[src/rtl/ling_pkg.sv]
package ling_pkg;
  localparam int unsigned GRP_W = 4;

  function automatic int unsigned n_groups(input int unsigned width);
    return width / GRP_W;
  endfunction
endpackage

[src/rtl/ling_bit_cell.sv]
module ling_bit_cell (
  input  logic a_i,
  input  logic b_i,
  output logic gen_o,
  output logic xmit_o,
  output logic half_o
);
  assign gen_o  = a_i & b_i;
  assign xmit_o = a_i | b_i;
  assign half_o = a_i ^ b_i;
endmodule

[src/rtl/ling_group.sv]
// One 4-bit lookahead group. Bit j of the inputs is bit k+j of the word.
// h_o[j] is the pseudo-carry into bit k+j+1; carry_o[j] is the true carry into bit k+j.
module ling_group
  import ling_pkg::*;
(
  input  logic [GRP_W-1:0] gen_i,
  input  logic [GRP_W-2:0] xmit_i,
  input  logic             xmit_prev_i, // t_{k-1}
  input  logic             h_in_i,      // h_k
  output logic [GRP_W-1:0] h_o,
  output logic [GRP_W-1:0] carry_o
);
  logic base;
  assign base = xmit_prev_i & h_in_i;

  // g_j & t_j == g_j lets each term drop its leading transmit factor
  assign h_o[0] = gen_i[0] | base;
  assign h_o[1] = gen_i[1] | gen_i[0] | (xmit_i[0] & base);
  assign h_o[2] = gen_i[2] | gen_i[1] | (xmit_i[1] & gen_i[0])
                | (xmit_i[1] & xmit_i[0] & base);
  assign h_o[3] = gen_i[3] | gen_i[2] | (xmit_i[2] & gen_i[1])
                | (xmit_i[2] & xmit_i[1] & gen_i[0])
                | (xmit_i[2] & xmit_i[1] & xmit_i[0] & base);

  assign carry_o[0] = base;
  for (genvar j = 1; j < GRP_W; j++) begin : g_carry
    assign carry_o[j] = xmit_i[j-1] & h_o[j-1];
  end
endmodule

[src/rtl/ling_sum.sv]
module ling_sum #(
  parameter int unsigned WIDTH = 32
) (
  input  logic [WIDTH-1:0] half_i,
  input  logic [WIDTH-1:0] carry_i,
  output logic [WIDTH-1:0] sum_o
);
  assign sum_o = half_i ^ carry_i;
endmodule

[src/rtl/ling_adder.sv]
module ling_adder
  import ling_pkg::*;
#(
  parameter int unsigned WIDTH = 32
) (
  input  logic [WIDTH-1:0] a_i,
  input  logic [WIDTH-1:0] b_i,
  input  logic             carry_i,
  output logic [WIDTH-1:0] sum_o,
  output logic             carry_o
);
  localparam int unsigned NGRP = n_groups(WIDTH);

  logic [WIDTH-1:0] gen, xmit, half, carry;
  logic [NGRP:0]    h_chain;

  for (genvar i = 0; i < WIDTH; i++) begin : g_bit
    ling_bit_cell u_cell (
      .a_i   (a_i[i]),
      .b_i   (b_i[i]),
      .gen_o (gen[i]),
      .xmit_o(xmit[i]),
      .half_o(half[i])
    );
  end

  assign h_chain[0] = carry_i;

  for (genvar gi = 0; gi < NGRP; gi++) begin : g_grp
    localparam int unsigned K = gi * GRP_W;
    logic             xmit_prev;
    logic [GRP_W-1:0] h_loc;

    if (gi == 0) begin : g_first
      assign xmit_prev = 1'b1;  // carry-in is h_0 with t_{-1} = 1
    end else begin : g_next
      assign xmit_prev = xmit[K-1];
    end

    ling_group u_group (
      .gen_i      (gen[K +: GRP_W]),
      .xmit_i     (xmit[K +: GRP_W-1]),
      .xmit_prev_i(xmit_prev),
      .h_in_i     (h_chain[gi]),
      .h_o        (h_loc),
      .carry_o    (carry[K +: GRP_W])
    );
    assign h_chain[gi+1] = h_loc[GRP_W-1];
  end

  ling_sum #(.WIDTH(WIDTH)) u_sum (
    .half_i (half),
    .carry_i(carry),
    .sum_o  (sum_o)
  );

  assign carry_o = xmit[WIDTH-1] & h_chain[NGRP];
endmodule

[config.mk]
export PLATFORM = sky130hd
export DESIGN_NAME = ling_adder
export DESIGN_NICKNAME = d
export VERILOG_FILES = /design/src/rtl/ling_pkg.sv /design/src/rtl/ling_bit_cell.sv /design/src/rtl/ling_group.sv /design/src/rtl/ling_sum.sv /design/src/rtl/ling_adder.sv
export SDC_FILE = /design/constraint.sdc
export NUM_CORES = 1
export LEC_CHECK = 0
export ABC_AREA = 1
export BUFFER_PORTS_ARGS = -buffer_cell sky130_fd_sc_hd__buf_4
export CORE_MARGIN = 2
export CORE_UTILIZATION = 45
export DETAILED_ROUTE_END_ITERATION = 10
export GPL_TIMING_DRIVEN = 0
export PLACE_DENSITY_LB_ADDON = 0.08
export RECOVER_POWER = 25
export SYNTH_ARGS = -nofsm -noshare
export SYNTH_HDL_FRONTEND = slang
export SYNTH_HIERARCHICAL = 1
export SYNTH_SLANG_ARGS = --single-unit
[constraint.sdc]
create_clock -name vclk -period 3.6
set_input_delay 0.36 -clock vclk [all_inputs]
set_output_delay 0.36 -clock vclk [all_outputs]
set_load 0.02 [all_outputs]
Yosys cells after proc, flatten, opt, wreduce, memory -nomap -nowiden
Cells that the tools add are included.

Register bits after elaboration: 0. Input bits: 65. Output and inout bits: 33. Word-level logic and storage cells: 281.

Bitwise gates (word level): 281.

Operators with widths (count): bitwise AND 1 bit (136); bitwise OR 1 bit (112); bitwise XOR 1 bit (32); bitwise XOR 32 bit (1).

Depth between registers and ports, before layout
Depth after elaboration: 28. Gate-level depth with buffers: 38. Gate-level depth less buffers: 38.

Cells and area by module
Netlist, hierarchy kept.

By module, submodules not included: ling_bit_cell (instances 32, cells an instance 5, area each 36.3 sq um, seq. area each 0.0 sq um); ling_group (instances 8, cells an instance 26, area each 132.6 sq um, seq. area each 0.0 sq um); ling_sum (instances 1, cells an instance 160, area each 600.6 sq um, seq. area each 0.0 sq um); ling_adder (instances 1, cells an instance 3, area each 11.3 sq um, seq. area each 0.0 sq um).

Least setup slack after synthesis
Ideal clock, no wire load.

Path type: in2out. Start: input a_i[0]. End: output sum_o[30]. Arrival time: 3.346 ns. Data required time: 3.240 ns. Slack: -0.106 ns. Stages on the path: 38. Path buffers: 0. Cells stage by stage: inv_1 ha_1 inv_1 nand2_2 nor2_4 nand2_1 nand2_1 nand2_2 nor2_4 nand2_1 nand2_1 nand2_2 nor2_4 nand2_1 nand2_1 nand2_2 nor2_4 nand2_1 [2 not listed] nor2_4 nand2_1 nand2_1 nand2_2 nor2_4 nand2_1 nand2_1 nand2_2 nor2_4 nand2_1 nand2_1 nand2_2 inv_2 nand2_2 a21boi_2 inv_1 nand2_1 nand2_1.

Longest elaborated chain between the ends: 27. Elaborated cells on any way between the ends: 30. Classes of those cells: bitwise: 30.

Ends and longest elaborated chain: start, declared (RTL line ling_adder.sv:6) `input logic [WIDTH-1:0] a_i,`; bitwise OR 1 bit (RTL line ling_bit_cell.sv:9) `assign xmit_o = a_i | b_i;`; net xmit[0] (RTL line ling_adder.sv:14) `logic [WIDTH-1:0] gen, xmit, half, carry;`; bitwise AND 1 bit (2 in series) (RTL line ling_group.sv:23) `| (xmit_i[2] & xmit_i[1] & xmit_i[0] & base);`; bitwise OR 1 bit (RTL line ling_group.sv:23); net g_grp[0].h_loc[3] (RTL line ling_adder.sv:32) `logic [GRP_W-1:0] h_loc;`; bitwise AND 1 bit (RTL line ling_group.sv:14) `assign base = xmit_prev_i & h_in_i;`; bitwise AND 1 bit (RTL line ling_group.sv:23); bitwise OR 1 bit (RTL line ling_group.sv:23); net g_grp[1].h_loc[3] (RTL line ling_adder.sv:32); [3 not listed]; net g_grp[2].h_loc[3] (RTL line ling_adder.sv:32); [3 not listed]; net g_grp[3].h_loc[3] (RTL line ling_adder.sv:32); [3 not listed]; net g_grp[4].h_loc[3] (RTL line ling_adder.sv:32); [3 not listed]; net g_grp[5].h_loc[3] (RTL line ling_adder.sv:32); [3 not listed]; net g_grp[6].h_loc[3] (RTL line ling_adder.sv:32); bitwise AND 1 bit (RTL line ling_group.sv:14); net g_grp[7].u_group.base (RTL line ling_group.sv:13) `logic base;`; bitwise AND 1 bit (RTL line ling_group.sv:18) `assign h_o[1] = gen_i[1] | gen_i[0] | (xmit_i[0] & base);`; bitwise OR 1 bit (RTL line ling_group.sv:18); bitwise AND 1 bit (RTL line ling_group.sv:27) `assign carry_o[j] = xmit_i[j-1] & h_o[j-1];`; net carry[30] (RTL line ling_adder.sv:14); bitwise XOR 32 bit (RTL line ling_sum.sv:8) `assign sum_o = half_i ^ carry_i;`; end, declared (RTL line ling_adder.sv:9) `output logic [WIDTH-1:0] sum_o,`.

The timed path passes the listed nets, and every way through them passes these cells.

Worst setup path after layout
Start: input b_i[1]. End: output sum_o[30].

Longest elaborated chain between the ends: 28. Elaborated cells on any way between the ends: 33. Classes of those cells: bitwise: 33.

Ends and longest elaborated chain: start, declared (RTL line ling_adder.sv:7) `input logic [WIDTH-1:0] b_i,`; bitwise OR 1 bit * (RTL line ling_bit_cell.sv:9); net xmit[1] (RTL line ling_adder.sv:14); bitwise AND 1 bit * (RTL line ling_group.sv:22, ling_group.sv:23); bitwise AND 1 bit, on equally long branches (RTL line ling_group.sv:22, ling_group.sv:23); bitwise OR 1 bit or bitwise AND 1 bit (tied branches) (RTL line ling_group.sv:22, ling_group.sv:23); bitwise OR 1 bit * (RTL line ling_group.sv:23); net g_grp[0].h_loc[3] (RTL line ling_adder.sv:32); bitwise AND 1 bit * (RTL line ling_group.sv:14); [2 not listed]; net g_grp[1].h_loc[3] (RTL line ling_adder.sv:32); [3 not listed]; net g_grp[2].h_loc[3] (RTL line ling_adder.sv:32); [3 not listed]; net g_grp[3].h_loc[3] (RTL line ling_adder.sv:32); [3 not listed]; net g_grp[4].h_loc[3] (RTL line ling_adder.sv:32); [3 not listed]; net g_grp[5].h_loc[3] (RTL line ling_adder.sv:32); [3 not listed]; net g_grp[6].h_loc[3] (RTL line ling_adder.sv:32); bitwise AND 1 bit * (RTL line ling_group.sv:14); net g_grp[7].u_group.base (RTL line ling_group.sv:13); bitwise AND 1 bit * (RTL line ling_group.sv:18); bitwise OR 1 bit * (RTL line ling_group.sv:18); bitwise AND 1 bit * (RTL line ling_group.sv:27); net carry[30] (RTL line ling_adder.sv:14); bitwise XOR 32 bit * (RTL line ling_sum.sv:8).

Mark *: on every way through the listed nets, which the timed path passes. The rest lies on a longest branch.

==> results.py <==
metrics = {
    "status": {
        "outcome": "finished with violations",
        "violations": "setup timing",
    },
    "routing": {
        "drc": 0,
        "ant_nets": 0,
        "vias": 2963,
        "drt-initial-drc-count": 52,
        "drt-pass1-iter-count": 4,
        "routedWlPerCell_um": 7.89,
        "viasPerCell": 4.16,
        "wirelength_mm": 5.62,
    },
    "timing": {
        "fin_setup_tns_ps": -699,
        "min_period_over_period_pct": 105,
        "setup_slack_ps": -176,
        "grt_setup_unrepaired": "yes",
        "finalCriticalPeriod_ps": 3780,
        "drv_slew": 0,
        "hold_slack_ps": 1200,
        "timing.final.hold_violations": 0,
        "setup_viol": 5,
        "max_freq_ghz": 0.265,
    },
    "grt": {
        "grt_util_all_layers_pct": 16.2,
        "overflow": 0,
        "antenna_found_initial": 0,
        "grt_pass1_wl_mm": 9.33,
        "grt_pass1_vias": 2566,
        "grt_max_degree": 4,
    },
    "logic_synthesis": {
        "synthCells": 507,
        "avgSynthCellArea_um2": 5.41,
        "yosys_warnings": 6,
        "synth_area_um2": 2740,
        "synth_nets": 636,
    },
    "layout": {
        "antenna_cells": 0,
        "drive_gt1_share_pct": 35.5,
        "design_area_um2": 3980,
        "fin_nets": 768,
        "seq_cells": 0,
        "seq_area_um2": 0,
        "clock_buffers": 0,
        "area_delta_synth_final_pct": 45.1,
    },
    "floorplan": {
        "start_util_pct": 46.3,
        "io_pins": 98,
        "rows": 28,
        "dieArea_um2": 6740,
        "fp.dieW_um": 82.1,
        "core_area_um2": 5920,
        "die_h_um": 82.1,
    },
    "job": {
        "drv_cap": 0,
    },
    "power_and_ir_drop": {
        "power_density_nw_per_um2": 165,
        "p_total_uw": 655,
        "ir_drop_v": 0.000106,
        "p_leak_nw": 2.77,
    },
    "setup_path": {
        "crit_path_frequent_cell": "nand2_1",
        "critPathRequiredTime_ps": 3240,
        "cpMaxStageDelayCell": "ha_4",
        "startpoint_type": "primary input",
        "slowest_delay_ps": 150,
        "cp.arrival_ps": 3420,
        "critPathMaxFanout": 3,
        "crit_type": "in2out",
        "cp-end-kind": "output port",
    },
    "placed_design": {
        "dpl_cell_area_um2": 3580,
        "gp_congestion": 0.768,
        "dp_hpwl_mm": 4.63,
        "portBuffers": 98,
    },
    "hold_path": {
        "hold_depth": 6,
        "min_from": "b_i[1]",
        "hold-path-endpoint": "sum_o[1]",
        "hp-class": "in2out",
    },
    "clocking": {
        "ctsHoldBuffers": 0,
    },
}
through the flow:
stage               worst slack [ps]  std cells  utilization (%)
floorplan                       16.4        507                -
global placement                -475        680             60.5
detailed placement              -524        680             60.5
CTS                             -183        710             65.7
global route                    -505        712             67.3
finish                          -176        712             67.3
metal layers:
layer / global-route usage (%) / vias up / share of wire (%)
li1: - / 1642 / -
met1: 18.1 / 1266 / 42
met2: 33.3 / 55 / 51
met3: 2.53 / 0 / 6.6
met4: 0.500 / 0 / 0
met5: 0 / - / 0
worst max-delay path: cells and delay by family:
| kind | cells | cell delay [ps] |
|---|---|---|
| AND/OR/NAND/NOR | 32 | 2320 |
| buffers and inverters | 6 | 420 |
| adder cells (fa/ha/maj) | 1 | 150 |
| AO/OA/AOI/OAI | 1 | 130 |
power breakdown:
part	internal [mW]	leakage, nW	switching, mW
sequential	0	0	0
combinational	0.313	2.77	0.343
clock	0	0	0
total	0.313	2.77	0.343
area by class of cell:
class	count	area, µm²
Multi-Input combinational cell	314	2070
Fill cell	530	1940
Timing Repair Buffer	130	1040
Inverter	185	712
Tap cell	75	93.8
Buffer	8	63.8
how the worst max path moves through the flow:
stage,start,end,depth (start not counted)
after detailed placement,a_i[1],sum_o[29],38
after global routing,b_i[1],sum_o[30],40
after floorplan,a_i[0],sum_o[31],38
after global placement,a_i[1],sum_o[29],38
after CTS,b_i[1],sum_o[30],40
final,b_i[1],sum_o[30],40
layout by cell type, fill, tap and decap left out:
cell type and count:
inv_1 166, nand2_1 137, buf_4 122, ha_1 61
nor2_1 39, nand2_2 29, nor2_2 16, buf_6 14
inv_2 12, nor2_4 9, a21boi_2 9, inv_4 7
a21boi_0 5, ha_4 3, nand2_4 3, a21boi_1 2
buf_8 2, conb_1 1
what timing repair did:
item,in CTS,in global routing
gates resized for setup,30,25
buffers inserted,30,6
pin swaps,34,27
endpoints found under the setup margin,9,10
cloned,0,0
(Power assumes the default switching activity.)
